### src/rtl/srx_pkg.sv
package srx_pkg;
  localparam int MAX_W = 16;

  typedef enum logic [2:0] {
    ST_IDLE  = 3'd0,
    ST_START = 3'd1,
    ST_DATA  = 3'd2,
    ST_PAR   = 3'd3,
    ST_STOP  = 3'd4
  } rx_state_e;

  // parity bit that makes the total count even (odd=0) or odd (odd=1)
  function automatic logic par_bit(input logic [MAX_W-1:0] d, input logic odd);
    return (^d) ^ odd;
  endfunction
endpackage

### src/rtl/srx_sync.sv
module srx_sync #(
  parameter int STAGES = 2
) (
  input  logic clk,
  input  logic rst_n,
  input  logic a,
  output logic y
);
  logic [STAGES-1:0] chain;

  always_ff @(posedge clk or negedge rst_n) begin
    if (!rst_n) chain <= '1;
    else        chain <= {chain[STAGES-2:0], a};
  end

  assign y = chain[STAGES-1];
endmodule

### src/rtl/srx_shifter.sv
module srx_shifter
  import srx_pkg::*;
#(
  parameter int DATA_W = 8,
  parameter int OS     = 16
) (
  input  logic              clk,
  input  logic              rst_n,
  input  logic              rx_s,
  input  logic              tick,
  input  logic              run,
  input  logic              par_en,
  input  logic              par_odd,
  output logic              done,
  output logic [DATA_W-1:0] word,
  output logic              fe,
  output logic              pe,
  output logic              idle,
  output rx_state_e         state_o
);
  localparam int CW = $clog2(OS);
  localparam int BW = (DATA_W > 1) ? $clog2(DATA_W) : 1;
  localparam logic [CW-1:0] CNT_MID  = CW'(OS / 2 - 2);
  localparam logic [CW-1:0] CNT_END  = CW'(OS - 1);
  localparam logic [BW-1:0] BIT_LAST = BW'(DATA_W - 1);

  rx_state_e         state;
  logic [CW-1:0]     cnt;
  logic [BW-1:0]     bidx;
  logic [DATA_W-1:0] shreg;
  logic              pe_r;
  logic              step;
  logic              at_end;

  assign step   = run & tick;
  assign at_end = (cnt == CNT_END);

  always_ff @(posedge clk or negedge rst_n) begin
    if (!rst_n) begin
      state <= ST_IDLE;
      cnt   <= '0;
      bidx  <= '0;
      shreg <= '0;
      pe_r  <= 1'b0;
    end else if (step) begin
      case (state)
        ST_IDLE: begin
          if (!rx_s) begin
            state <= ST_START;
            cnt   <= '0;
          end
        end
        ST_START: begin
          if (cnt == CNT_MID) begin
            cnt <= '0;
            if (!rx_s) begin
              state <= ST_DATA;
              bidx  <= '0;
              pe_r  <= 1'b0;
            end else begin
              state <= ST_IDLE;
            end
          end else begin
            cnt <= cnt + 1'b1;
          end
        end
        ST_DATA: begin
          if (at_end) begin
            cnt   <= '0;
            shreg <= {rx_s, shreg[DATA_W-1:1]};
            if (bidx == BIT_LAST) state <= par_en ? ST_PAR : ST_STOP;
            else                  bidx  <= bidx + 1'b1;
          end else begin
            cnt <= cnt + 1'b1;
          end
        end
        ST_PAR: begin
          if (at_end) begin
            cnt   <= '0;
            pe_r  <= rx_s ^ par_bit(MAX_W'(shreg), par_odd);
            state <= ST_STOP;
          end else begin
            cnt <= cnt + 1'b1;
          end
        end
        ST_STOP: begin
          if (at_end) begin
            cnt   <= '0;
            state <= ST_IDLE;
          end else begin
            cnt <= cnt + 1'b1;
          end
        end
        default: state <= ST_IDLE;
      endcase
    end
  end

  assign done    = step && (state == ST_STOP) && at_end;
  assign word    = shreg;
  assign fe      = ~rx_s;
  assign pe      = pe_r;
  assign idle    = (state == ST_IDLE);
  assign state_o = state;
endmodule

### src/rtl/srx_regs.sv
module srx_regs #(
  parameter int DATA_W = 8
) (
  input  logic              clk,
  input  logic              rst_n,
  input  logic              xfer,
  input  logic [DATA_W-1:0] word,
  input  logic              fe,
  input  logic              pe,
  input  logic              rd,
  output logic [DATA_W-1:0] data,
  output logic              ready,
  output logic              ovr,
  output logic              frm,
  output logic              par
);
  always_ff @(posedge clk or negedge rst_n) begin
    if (!rst_n) begin
      data  <= '0;
      ready <= 1'b0;
      ovr   <= 1'b0;
      frm   <= 1'b0;
      par   <= 1'b0;
    end else if (xfer) begin
      data  <= word;
      ready <= 1'b1;
      if (rd) begin
        ovr <= 1'b0;
        frm <= fe;
        par <= pe;
      end else begin
        ovr <= ovr | ready;
        frm <= frm | fe;
        par <= par | pe;
      end
    end else if (rd) begin
      ready <= 1'b0;
      ovr   <= 1'b0;
      frm   <= 1'b0;
      par   <= 1'b0;
    end
  end
endmodule

### src/rtl/serial_rx_gated.sv
module serial_rx_gated
  import srx_pkg::*;
#(
  parameter int DATA_W      = 8,
  parameter int OS          = 16,
  parameter int SYNC_STAGES = 2
) (
  input  logic              clk,
  input  logic              rst_n,
  input  logic              rx_line,
  input  logic              baud_tick,
  input  logic              rx_en,
  input  logic              par_en,
  input  logic              par_odd,
  input  logic              dbg_halt,
  input  logic              dbg_cont,
  input  logic              rd_strobe,
  output logic [DATA_W-1:0] rd_data,
  output logic              st_ready,
  output logic              st_ovr,
  output logic              st_frm,
  output logic              st_par,
  output logic              irq_rx,
  output logic              irq_err
);
  logic              rx_s;
  logic              evt_done;
  logic              evt_xfer;
  logic              frozen;
  logic              shf_idle;
  logic              shf_fe;
  logic              shf_pe;
  logic [DATA_W-1:0] shf_word;
  rx_state_e         shf_state;

  srx_sync #(.STAGES(SYNC_STAGES)) u_sync (
    .clk(clk), .rst_n(rst_n), .a(rx_line), .y(rx_s)
  );

  // halt now, or let the current frame finish and hold once idle
  assign frozen = dbg_halt & (~dbg_cont | shf_idle);

  srx_shifter #(.DATA_W(DATA_W), .OS(OS)) u_shf (
    .clk(clk), .rst_n(rst_n), .rx_s(rx_s), .tick(baud_tick), .run(~frozen),
    .par_en(par_en), .par_odd(par_odd), .done(evt_done), .word(shf_word),
    .fe(shf_fe), .pe(shf_pe), .idle(shf_idle), .state_o(shf_state)
  );

  // enable is judged only on the stop-sample cycle
  assign evt_xfer = evt_done & rx_en;

  srx_regs #(.DATA_W(DATA_W)) u_regs (
    .clk(clk), .rst_n(rst_n), .xfer(evt_xfer), .word(shf_word),
    .fe(shf_fe), .pe(shf_pe), .rd(rd_strobe), .data(rd_data),
    .ready(st_ready), .ovr(st_ovr), .frm(st_frm), .par(st_par)
  );

  assign irq_rx  = st_ready & rx_en;
  assign irq_err = (st_ovr | st_frm | st_par) & rx_en;
endmodule

### config.mk
export PLATFORM = sky130hd
export DESIGN_NAME = serial_rx_gated
export DESIGN_NICKNAME = d
export VERILOG_FILES = /design/src/rtl/srx_pkg.sv /design/src/rtl/srx_sync.sv /design/src/rtl/srx_shifter.sv /design/src/rtl/srx_regs.sv /design/src/rtl/serial_rx_gated.sv
export SDC_FILE = /design/constraint.sdc
export NUM_CORES = 1
export LEC_CHECK = 0
export ABC_AREA = 1
export BUFFER_PORTS_ARGS = -buffer_cell sky130_fd_sc_hd__buf_2
export CELL_PAD_IN_SITES_DETAIL_PLACEMENT = 1
export CELL_PAD_IN_SITES_GLOBAL_PLACEMENT = 1
export CORE_MARGIN = 2
export CORE_UTILIZATION = 45
export DETAILED_ROUTE_END_ITERATION = 10
export GPL_TIMING_DRIVEN = 0
export HOLD_SLACK_MARGIN = 0.08
export PLACE_DENSITY_LB_ADDON = 0.1
export SLEW_MARGIN = 20
export SYNTH_ARGS = -nofsm -noshare
export SYNTH_HDL_FRONTEND = slang
export SYNTH_HIERARCHICAL = 1
export SYNTH_SLANG_ARGS = --single-unit
export TNS_END_PERCENT = 30
### constraint.sdc
create_clock -name clk -period 2.6 [get_ports clk]
set_clock_uncertainty 0.05 [all_clocks]
set_input_delay 0.52 -clock clk [delete_from_list [all_inputs] [get_ports clk]]
set_output_delay 0.52 -clock clk [all_outputs]
set_load 0.02 [all_outputs]
* After elaboration in Yosys (flattened, before gate mapping)
Index checks and enable logic that the tools add are counted.
** Word-level totals
- Bits in registers :: 33
- Bits of input ports :: 10
- Output and inout bits :: 14
- Word-level logic and storage cells :: 88
** Cells by class
- $add $sub $neg :: 2
- Equal/unequal tests :: 15
- Mux-type cells :: 30
- Bitwise gates (word level) :: 16
- Reductions and logical operators :: 14
** Operators with widths (number)
- $mux 3 :: 11
- $reduce_xor 16->1 :: 1
- $pmux 3 s5 :: 1
- $mux 4 :: 3
- $pmux 4 s3 :: 1
- $mux 1 :: 11
- $ne 2x1->1 const B :: 5
- $reduce_and 7->1 :: 1
- $eq 3x2->1 const B :: 2
- $eq 3x3->1 const B :: 2
- $ne 2x2->1 const B :: 3
- $or 1x1->1 :: 6
- $pmux 3 s2 :: 1
- $reduce_and 3->1 :: 2
- $reduce_and 6->1 :: 1
- $reduce_bool 2->1 :: 3
- $and 1x1->1 :: 5
- $reduce_and 5->1 :: 1
- $add 4x1->4 const B :: 1
- $eq 4x3->1 const B :: 1
- $eq 4x4->1 const B :: 1
- $add 3x1->3 const B :: 1
- $eq 3x1->1 const B :: 1
- $logic_not 3->1 :: 1
- 7 further kinds :: 11

* Longest topological paths before layout
Gate-level depths: netlist (run 1).
- Word-level depth :: 9
- Mapped depth :: 11
- Gate-level depth less buffers :: 11

* Cells and area by module
The synthesis (run 1) kept the hierarchy.
** By module, submodules not included
- srx_shifter :: times used 1, cells each 155, area an instance 1177.4 um^2, seq. area each 475.5 um^2
- srx_regs :: times used 1, cells each 50, area an instance 451.7 um^2, seq. area each 300.3 um^2
- srx_sync :: times used 1, cells each 2, area an instance 52.6 um^2, seq. area each 52.6 um^2
- serial_rx_gated :: times used 1, cells each 10, area an instance 43.8 um^2, seq. area each 0.0 um^2

* Worst setup path before layout (run 1)
OpenSTA, ideal clock, no wires.
- Path kind :: reg2reg
- Start :: reg u_shf.state[1] (netlist: u_shf/state_o[1])
- End :: reg u_shf.cnt[2]
- Library setup time :: 0.121 ns
- Data arrival time :: 1.349 ns
- Data required time :: 2.429 ns
- Slack :: 1.080 ns
- Stages on the path, launching flop included :: 12
- Path buffers :: 0
- Clock period less this slack :: 1.520 ns
- Cells stage by stage :: dfrtp_1 -> nor2_2 -> inv_1 -> nor2_1 -> o21ai_1 -> nand2_1 -> inv_2 -> nand2_1 -> nor2_2 -> inv_1 -> a21oi_1 -> a21oi_1
** On the way
- Word-level cells in the longest chain between the ends :: 6
- Elaborated cells between the ends (all ways) :: 14
- Classes of those cells :: eq/ne: 5; mux: 1; bitwise: 4; reduce/logical: 4
** Ends and longest elaborated chain
- start: declaration :: line srx_shifter.sv:27 : rx_state_e state;
- start signal: assignment :: line srx_shifter.sv:71 : if (bidx == BIT_LAST) state <= par_en ? ST_PAR : ST_STOP;
- $logic_not 3->1 * :: line srx_shifter.sv:103 : assign idle = (state == ST_IDLE);
- net shf_idle :: line serial_rx_gated.sv:30 : logic shf_idle;
- $or 1x1->1 :: line serial_rx_gated.sv:41 : assign frozen = dbg_halt & (~dbg_cont | shf_idle);
- $and 1x1->1 :: line serial_rx_gated.sv:41
- $not 1->1 :: line serial_rx_gated.sv:44 : .clk(clk), .rst_n(rst_n), .rx_s(rx_s), .tick(baud_tick), .run(~frozen),
- $and 1x1->1 :: line srx_shifter.sv:35 : assign step = run & tick;
- $reduce_and 3->1 (no source line)
- end signal: assignment :: line srx_shifter.sv:64 : cnt <= cnt + 1'b1;
- end signal: assignment :: line srx_shifter.sv:74 : cnt <= cnt + 1'b1;
- end signal: assignment :: line srx_shifter.sv:83 : cnt <= cnt + 1'b1;
- end: declaration :: line srx_shifter.sv:28 : logic [CW-1:0] cnt;
Mark *: on every way through the listed nets, which the timed path passes. The rest lies on a longest branch.
A chain may end at the register's enable or synchronous reset.

* Worst setup path in the final report (run 1)
Ends and elaborated chain as after synthesis.

==> results.sh, run 1 <==
export IMPL_synth_area_um2=1730
export IMPL_drive_gt1_share_pct=21.4
export IMPL_fin_hold_ws_ns=0.245
export IMPL_rsz0062_at_grt="false"
export IMPL_stdcell_area_um2=2020
export IMPL_max_vdd_ir_drop_mv=0.449
export IMPL_clkLatencyLatePin_ns=0.28
export IMPL_tightest_slew_ns=0.720
export IMPL_ys_types=25
export IMPL_cts_buffers=5
export IMPL_slew_headroom_pct=52.0
export IMPL_start_kind="register"
export IMPL_die_w_um=65.9
export IMPL_cts_sinks=33
export IMPL_grt_max_degree=34
export IMPL_placedInstanceArea_um2=1900
export IMPL_yosys_warnings=6
export IMPL_critPathArrivalTime_ns=1.95
export IMPL_cts_hold_buffers=0
export IMPL_synth_seq_cells=33
export IMPL_antenna_found_initial=0
export IMPL_synth_top_cell_area_share_pct=45.0
export IMPL_final_core_util_pct=55.1
export IMPL_final_cell_mix="84 x nand2_1, 31 x dfrtp_1, 25 x inv_1"
export IMPL_area_growth_pct=16.9
export IMPL_reg2reg_to="u_shf/cnt[2]$_DFFE_PN0P_"
export IMPL_synth_largest_area_cell="dfrtp_1"
export IMPL_synth_area_leaders="dfrtp_1 45%, nand2_1 18%, inv_1 5.4%"
export IMPL_hold_violations=0
export IMPL_cts_max_level=2
export IMPL_drt_wl_total_um=3660
export IMPL_fmax_mhz=547
export IMPL_fin_ws_ns=0.770
export IMPL_syn_nets=231
export IMPL_min_path_type="in2async"
export IMPL_dp_slack_ns=0.797
export IMPL_fin_crit_ns=1.83
export IMPL_cp_required_ns=2.72
export IMPL_synth_ff_type="dfrtp_1"
export IMPL_portBuffers=23
export IMPL_worstPathMaxFanout=6
export IMPL_synth_edf_count=0
export IMPL_fillCellCount=480
export IMPL_dieArea_um2=4350
export IMPL_drc=0
export IMPL_wl_per_cell_um=12.4
export IMPL_grt_pass1_vias=1464
export IMPL_dr_total_vias=1453
export IMPL_grt_pass1_wl_um=6640
export IMPL_cts_tree="done"
export IMPL_cts_root_buf="clkbuf_8"
export IMPL_viasPerCell=4.91
export IMPL_cts_setup_buffers=0
export IMPL_clk_pin_slew_ns=0.06
export IMPL_avgSynthCellArea_um2=7.95
export IMPL_maxSlewViolCount=0
export IMPL_place_congestion=0.832
export IMPL_clk_path_buf_depth=2
export IMPL_core_um2=3660
export IMPL_p_per_area_nw_per_um2=719
export IMPL_diodes=0
export IMPL_ios=24
export IMPL_dpl_cell_count=288
export IMPL_r2r_start="u_shf/state_o[1]$_DFFE_PN0P_"
export IMPL_syn_inst=217
export IMPL_grt_usage_pct=20.4
export IMPL_grt_overflow=0
export IMPL_final_net_count=261
export IMPL_initial_utilization_pct=47.1
export IMPL_crit_type="reg2reg"
export IMPL_yosysSeqAreaShare_pct=48.0
export IMPL_setup_tns_ns=0
export IMPL_synth_async_reset_ratio_pct=100
export IMPL_row_count=22
export IMPL_dieHeight_um=65.9
export IMPL_power_mw=1.45
export IMPL_hpwl_um=2740
export IMPL_layout_commonest_cell="nand2_1"
export IMPL_ant_nets=0
export IMPL_status="finished clean"
export IMPL_critPathCaptureType="register"
export IMPL_r2r_cells=11
export IMPL_drt_iter0_markers=29
export IMPL_period_share_pct=70.4
export IMPL_layout_cells_non_filler=296
export IMPL_reg2reg_slack_ns=0.77
export IMPL_cts_resized=0
export IMPL_maxCapViolations=0
export IMPL_setup_viol=0
export IMPL_p_leak_nw=1.09
export IMPL_first_pass_iters=4
==> cell families (layout without fill, tap and decap cells) <==
family	count (synthesis)	count (layout)	share of synthesized area [%]
XOR/XNOR	6	6	3.05
adder cells (fa/ha/maj)	4	4	2.90
buffers and inverters	32	63	7.83
flip-flops	33	33	48.0
AND/OR/NAND/NOR	117	117	30.2
AO/OA/AOI/OAI	25	25	8.05
==> worst max path at each step <==
stage / start / to / slack (ns) / depth (start not counted)
2_1_floorplan: u_shf/state_o[1]$_DFFE_PN0P_ / u_shf/cnt[2]$_DFFE_PN0P_ / 1.08 / 11
3_3_place_gp: u_shf/state_o[1]$_DFFE_PN0P_ / u_shf/cnt[2]$_DFFE_PN0P_ / 0.84 / 11
3_5_place_dp: u_shf/state_o[1]$_DFFE_PN0P_ / u_shf/cnt[2]$_DFFE_PN0P_ / 0.80 / 11
4_1_cts: u_shf/state_o[1]$_DFFE_PN0P_ / u_shf/cnt[2]$_DFFE_PN0P_ / 0.75 / 11
5_1_grt: u_shf/state_o[1]$_DFFE_PN0P_ / u_shf/cnt[2]$_DFFE_PN0P_ / 0.58 / 11
6_report: u_shf/state_o[1]$_DFFE_PN0P_ / u_shf/cnt[2]$_DFFE_PN0P_ / 0.77 / 11
==> critical path: stages, from the launching register on <==
cell	delay, ns
dfrtp_1	0.47
nor2_2	0.09
inv_1	0.08
nor2_1	0.04
o21ai_1	0.13
nand2_1	0.10
inv_2	0.13
nand2_1	0.13
nor2_2	0.17
inv_1	0.11
a21oi_1	0.16
a21oi_1	0.06
==> cell usage after synthesis (all sizes together) (3+ instances only) <==
master	number
o21ai	17
xnor2	3
nor2	14
inv	30
xor2	3
dfrtp	31
a21oi	6
nand3	13
nand2	86
ha	4
==> flip-flops by register name (all words and copies together) (netlist names), 2 cells and up <==
name	count
u_regs/data	8
u_shf/word	8
u_shf/cnt	4
u_shf/bidx	3
u_shf/state_o	3
u_sync/chain	2
==> report_power, final <==
group          leakage (nW)  switching [mW]  internal, mW
Clock                0.0585           0.179         0.312
Combinational         0.593           0.222         0.112
Sequential            0.439          0.0621         0.564
==> final cells by class <==
class	count	area [um^2]	share of cell area, %
buffer	2	22.5	1.12
sequential	33	828	41.1
inverter	30	113	5.58
multi-input combinational	152	762	37.8
clock buffer	7	86.3	4.28
timing repair buffer	23	115	5.71
clock inverter	1	30.0	1.49
tap	48	60.1	2.98
==> routing by layer <==
metal	vias to the layer above	GRT usage, %	part of all wire (%)
li1	732	-	-
met5	-	0	0
met2	24	33.3	47
met3	6	4.60	3.3
met4	0	7.81	1.7
met1	691	26.2	47
No activity file was read; power rests on OpenSTA's default activity.
==> run 2: changes to the inputs <==
--- a/config.mk
+++ b/config.mk
@@ -5,7 +5,7 @@
 export SDC_FILE = /design/constraint.sdc
 export NUM_CORES = 1
 export LEC_CHECK = 0
-export ABC_AREA = 1
+export ABC_AREA = 0
 export BUFFER_PORTS_ARGS = -buffer_cell sky130_fd_sc_hd__buf_2
 export CELL_PAD_IN_SITES_DETAIL_PLACEMENT = 1
 export CELL_PAD_IN_SITES_GLOBAL_PLACEMENT = 1
==> constraint.sdc (replaced) <==
create_clock -name clk -period 1.7 [get_ports clk]
set_clock_uncertainty 0.05 [all_clocks]
set_input_delay 0.34 -clock clk [delete_from_list [all_inputs] [get_ports clk]]
set_output_delay 0.34 -clock clk [all_outputs]
set_load 0.02 [all_outputs]
==> run 2 against run 1 <==
Compared with the run above: the flow now finishes with violations (negative setup slack); sequential share of layout area is 3.9 points lower; global-route usage is 1.7 points higher; register-to-register slack worse by 1.1 ns; cell area is 10% higher; hold slack worse by 0.19 ns; utilization is 5.8 points higher; power is 87% higher; via count is 13% lower; fmax is 11% lower; clock-buffer cell count is 1 lower; first-iteration DRC count is 17% lower; clock power is 18% higher.
==> results.sh, run 2 <==
export IMPL_status="finished, violations left"
export IMPL_violations="negative setup slack"
export IMPL_yosysMostFrequentCell="dfrtp_1"
export IMPL_cts_buffers=5
export IMPL_grt_pass1_vias=1339
export IMPL_clkLatencyLatePin_ns=0.29
export IMPL_rsz0062_at_grt="true"
export IMPL_start_kind="register"
export IMPL_portBuffers=23
export IMPL_die_w_um=65.8
export IMPL_crit_buf_inv=3
export IMPL_cts_tree="done"
export IMPL_grt_pass1_wl_um=6870
export IMPL_drive_gt1_share_pct=51.9
export IMPL_crit_path_top_delay_cell="dfrtp_1"
export IMPL_grt_max_degree=34
export IMPL_core_um2=3660
export IMPL_grt_usage_pct=22.0
export IMPL_synth_top_cell_area_share_pct=45.2
export IMPL_wl_per_cell_um=18.8
export IMPL_setup_viol=31
export IMPL_r2r_cells=10
export IMPL_cpLargestDelayFamily="simple AND/OR/NAND/NOR gates"
export IMPL_maxSlewViolCount=0
export IMPL_row_count=22
export IMPL_fin_ws_ns=-0.348
export IMPL_layout_commonest_cell="dfrtp_1"
export IMPL_min_path_type="in2async"
export IMPL_slew_headroom_pct=50.6
export IMPL_maxCapViolations=0
export IMPL_crit_chain="buf_6, or2_4, nor2_4, o21ai_2, nand2_2, buf_4, buf_6, a21oi_4, nand3_2, mux2_4"
export IMPL_synth_async_reset_ratio_pct=100
export IMPL_final_cell_mix="31 x dfrtp_1, 24 x buf_2, 11 x buf_4"
export IMPL_synth_commonest_cells="31 x dfrtp_1, 10 x mux2_2, 10 x nand2_1"
export IMPL_synth_ff_type="dfrtp_1"
export IMPL_cts_hold_buffers=0
export IMPL_final_core_util_pct=60.9
export IMPL_hpwl_um=2540
export IMPL_cp_num_cells=10
export IMPL_dieHeight_um=65.8
export IMPL_grt_overflow=0
export IMPL_max_stage_delay_ns=0.37
export IMPL_period_share_pct=120
export IMPL_diodes=0
export IMPL_critPathArrivalTime_ns=2.17
export IMPL_clk_pin_slew_ns=0.07
export IMPL_register_area_um2=828
export IMPL_yosys_warnings=6
export IMPL_multi_input_area_um2=906
export IMPL_initial_utilization_pct=46.9
export IMPL_ant_nets=0
export IMPL_synth_largest_area_cell="dfrtp_1"
export IMPL_final_net_count=198
export IMPL_drt_iter0_markers=24
export IMPL_viasPerCell=5.44
export IMPL_layout_cells_non_filler=233
export IMPL_p_per_area_nw_per_um2=1220
export IMPL_area_growth_pct=29.8
export IMPL_yosysSeqAreaShare_pct=48.3
export IMPL_first_pass_iters=4
export IMPL_cts_sinks=33
export IMPL_avgSynthCellArea_um2=12.4
export IMPL_ys_types=47
export IMPL_antenna_found_initial=0
export IMPL_crit_top_cell="buf_6"
export IMPL_tightest_slew_ns=0.741
export IMPL_drt_wl_total_um=4380
export IMPL_fillCellCount=393
export IMPL_fin_crit_ns=2.05
export IMPL_worstPathMaxFanout=5
export IMPL_synth_area_leaders="dfrtp_1 45%, mux2_2 6.6%, mux2_4 5.2%"
export IMPL_fin_hold_ws_ns=0.0562
export IMPL_synth_edf_count=0
export IMPL_place_congestion=0.800
export IMPL_cts_root_buf="clkbuf_8"
export IMPL_syn_nets=152
export IMPL_ios=24
export IMPL_p_leak_nw=1.11
export IMPL_cts_max_level=2
export IMPL_synth_area_um2=1720
export IMPL_dr_total_vias=1267
export IMPL_hold_violations=0
export IMPL_dpl_cell_count=209
export IMPL_clk_path_buf_depth=2
export IMPL_drc=0
export IMPL_syn_inst=138
export IMPL_synth_seq_cells=33
export IMPL_crit_type="reg2reg"
export IMPL_cp_required_ns=1.82
export IMPL_fmax_mhz=488
export IMPL_dieArea_um2=4330
export IMPL_max_vdd_ir_drop_mv=0.751
export IMPL_critPathCaptureType="register"
-- run 2: final cells by class --
| class | instances | area share, % |
|---|---|---|
| plain buffers | 4 | 1.74 |
| clock buffers | 6 | 3.26 |
| clock inverters | 2 | 0.449 |
| inverters | 8 | 1.35 |
| multi-input cells | 93 | 40.7 |
| flip-flops and latches | 33 | 37.2 |
| well taps | 48 | 2.70 |
| repair buffers | 39 | 12.7 |
-- run 2: path summary, 6_finish.rpt --
path                                                      to                         start  slack, ns
worst max-delay path            u_shf/state_o[0]$_DFFE_PN0P_  u_shf/state_o[0]$_DFFE_PN0P_      -0.35
worst min-delay path               u_shf/bidx[1]$_DFFE_PN0P_                         rst_n       0.06
worst max register to register  u_shf/state_o[0]$_DFFE_PN0P_  u_shf/state_o[0]$_DFFE_PN0P_      -0.35
worst min register to register     u_sync/chain[1]$_DFF_PN1_     u_sync/chain[0]$_DFF_PN1_       0.31
max in group asynchronous             u_regs/ovr$_DFFE_PN0P_                         rst_n       1.06
min in group clk                   u_sync/chain[0]$_DFF_PN1_                       rx_line       0.10
-- run 2: timing repair --
item | CTS | global route
buffers inserted | 9 | 6
endpoints found under the setup margin | 31 | 31
pin swaps | 11 | 6
gates cloned | 1 | 0
gates resized for setup | 19 | 4
-- run 2: cells by family (layout without fill, tap and decap cells) --
kind of cell	after synthesis	count (layout)	synth area share [%]
simple gates	36	36	13.9
flops	33	33	48.3
compound gates	23	23	11.0
mux	21	21	14.9
buf+inv	12	59	3.64
xor+xnor	9	9	5.39
fa+ha+maj	4	4	2.92
-- run 2: routing by layer --
metal / wire length, um / share of wire (%) / GRT usage (%) / vias to the layer above
li1: - / - / - / 584
met1: 1860 / 42 / 26.1 / 650
met2: 2310 / 53 / 38.6 / 25
met3: 133 / 3.0 / 4.28 / 8
met4: 78 / 1.8 / 9.38 / 0
met5: 0 / 0 / 0 / -
-- run 2: metrics by stage --
step	TNS, ns	total power [mW]	cell area, um^2	worst slack, ns
after CTS	-3.95	2.59	2160	-0.260
after floorplan	-2.50	1.62	1720	-0.246
final	-7.68	2.72	2230	-0.348
after global routing	-10.71	2.87	2230	-0.431
after detailed placement	-10.47	1.80	1890	-0.587
after global placement	-7.70	1.76	1890	-0.474
-- run 2: power breakdown --
group	internal [mW]	switching (mW)
clock network	0.284	0.296
logic	0.528	0.617
registers	0.886	0.106
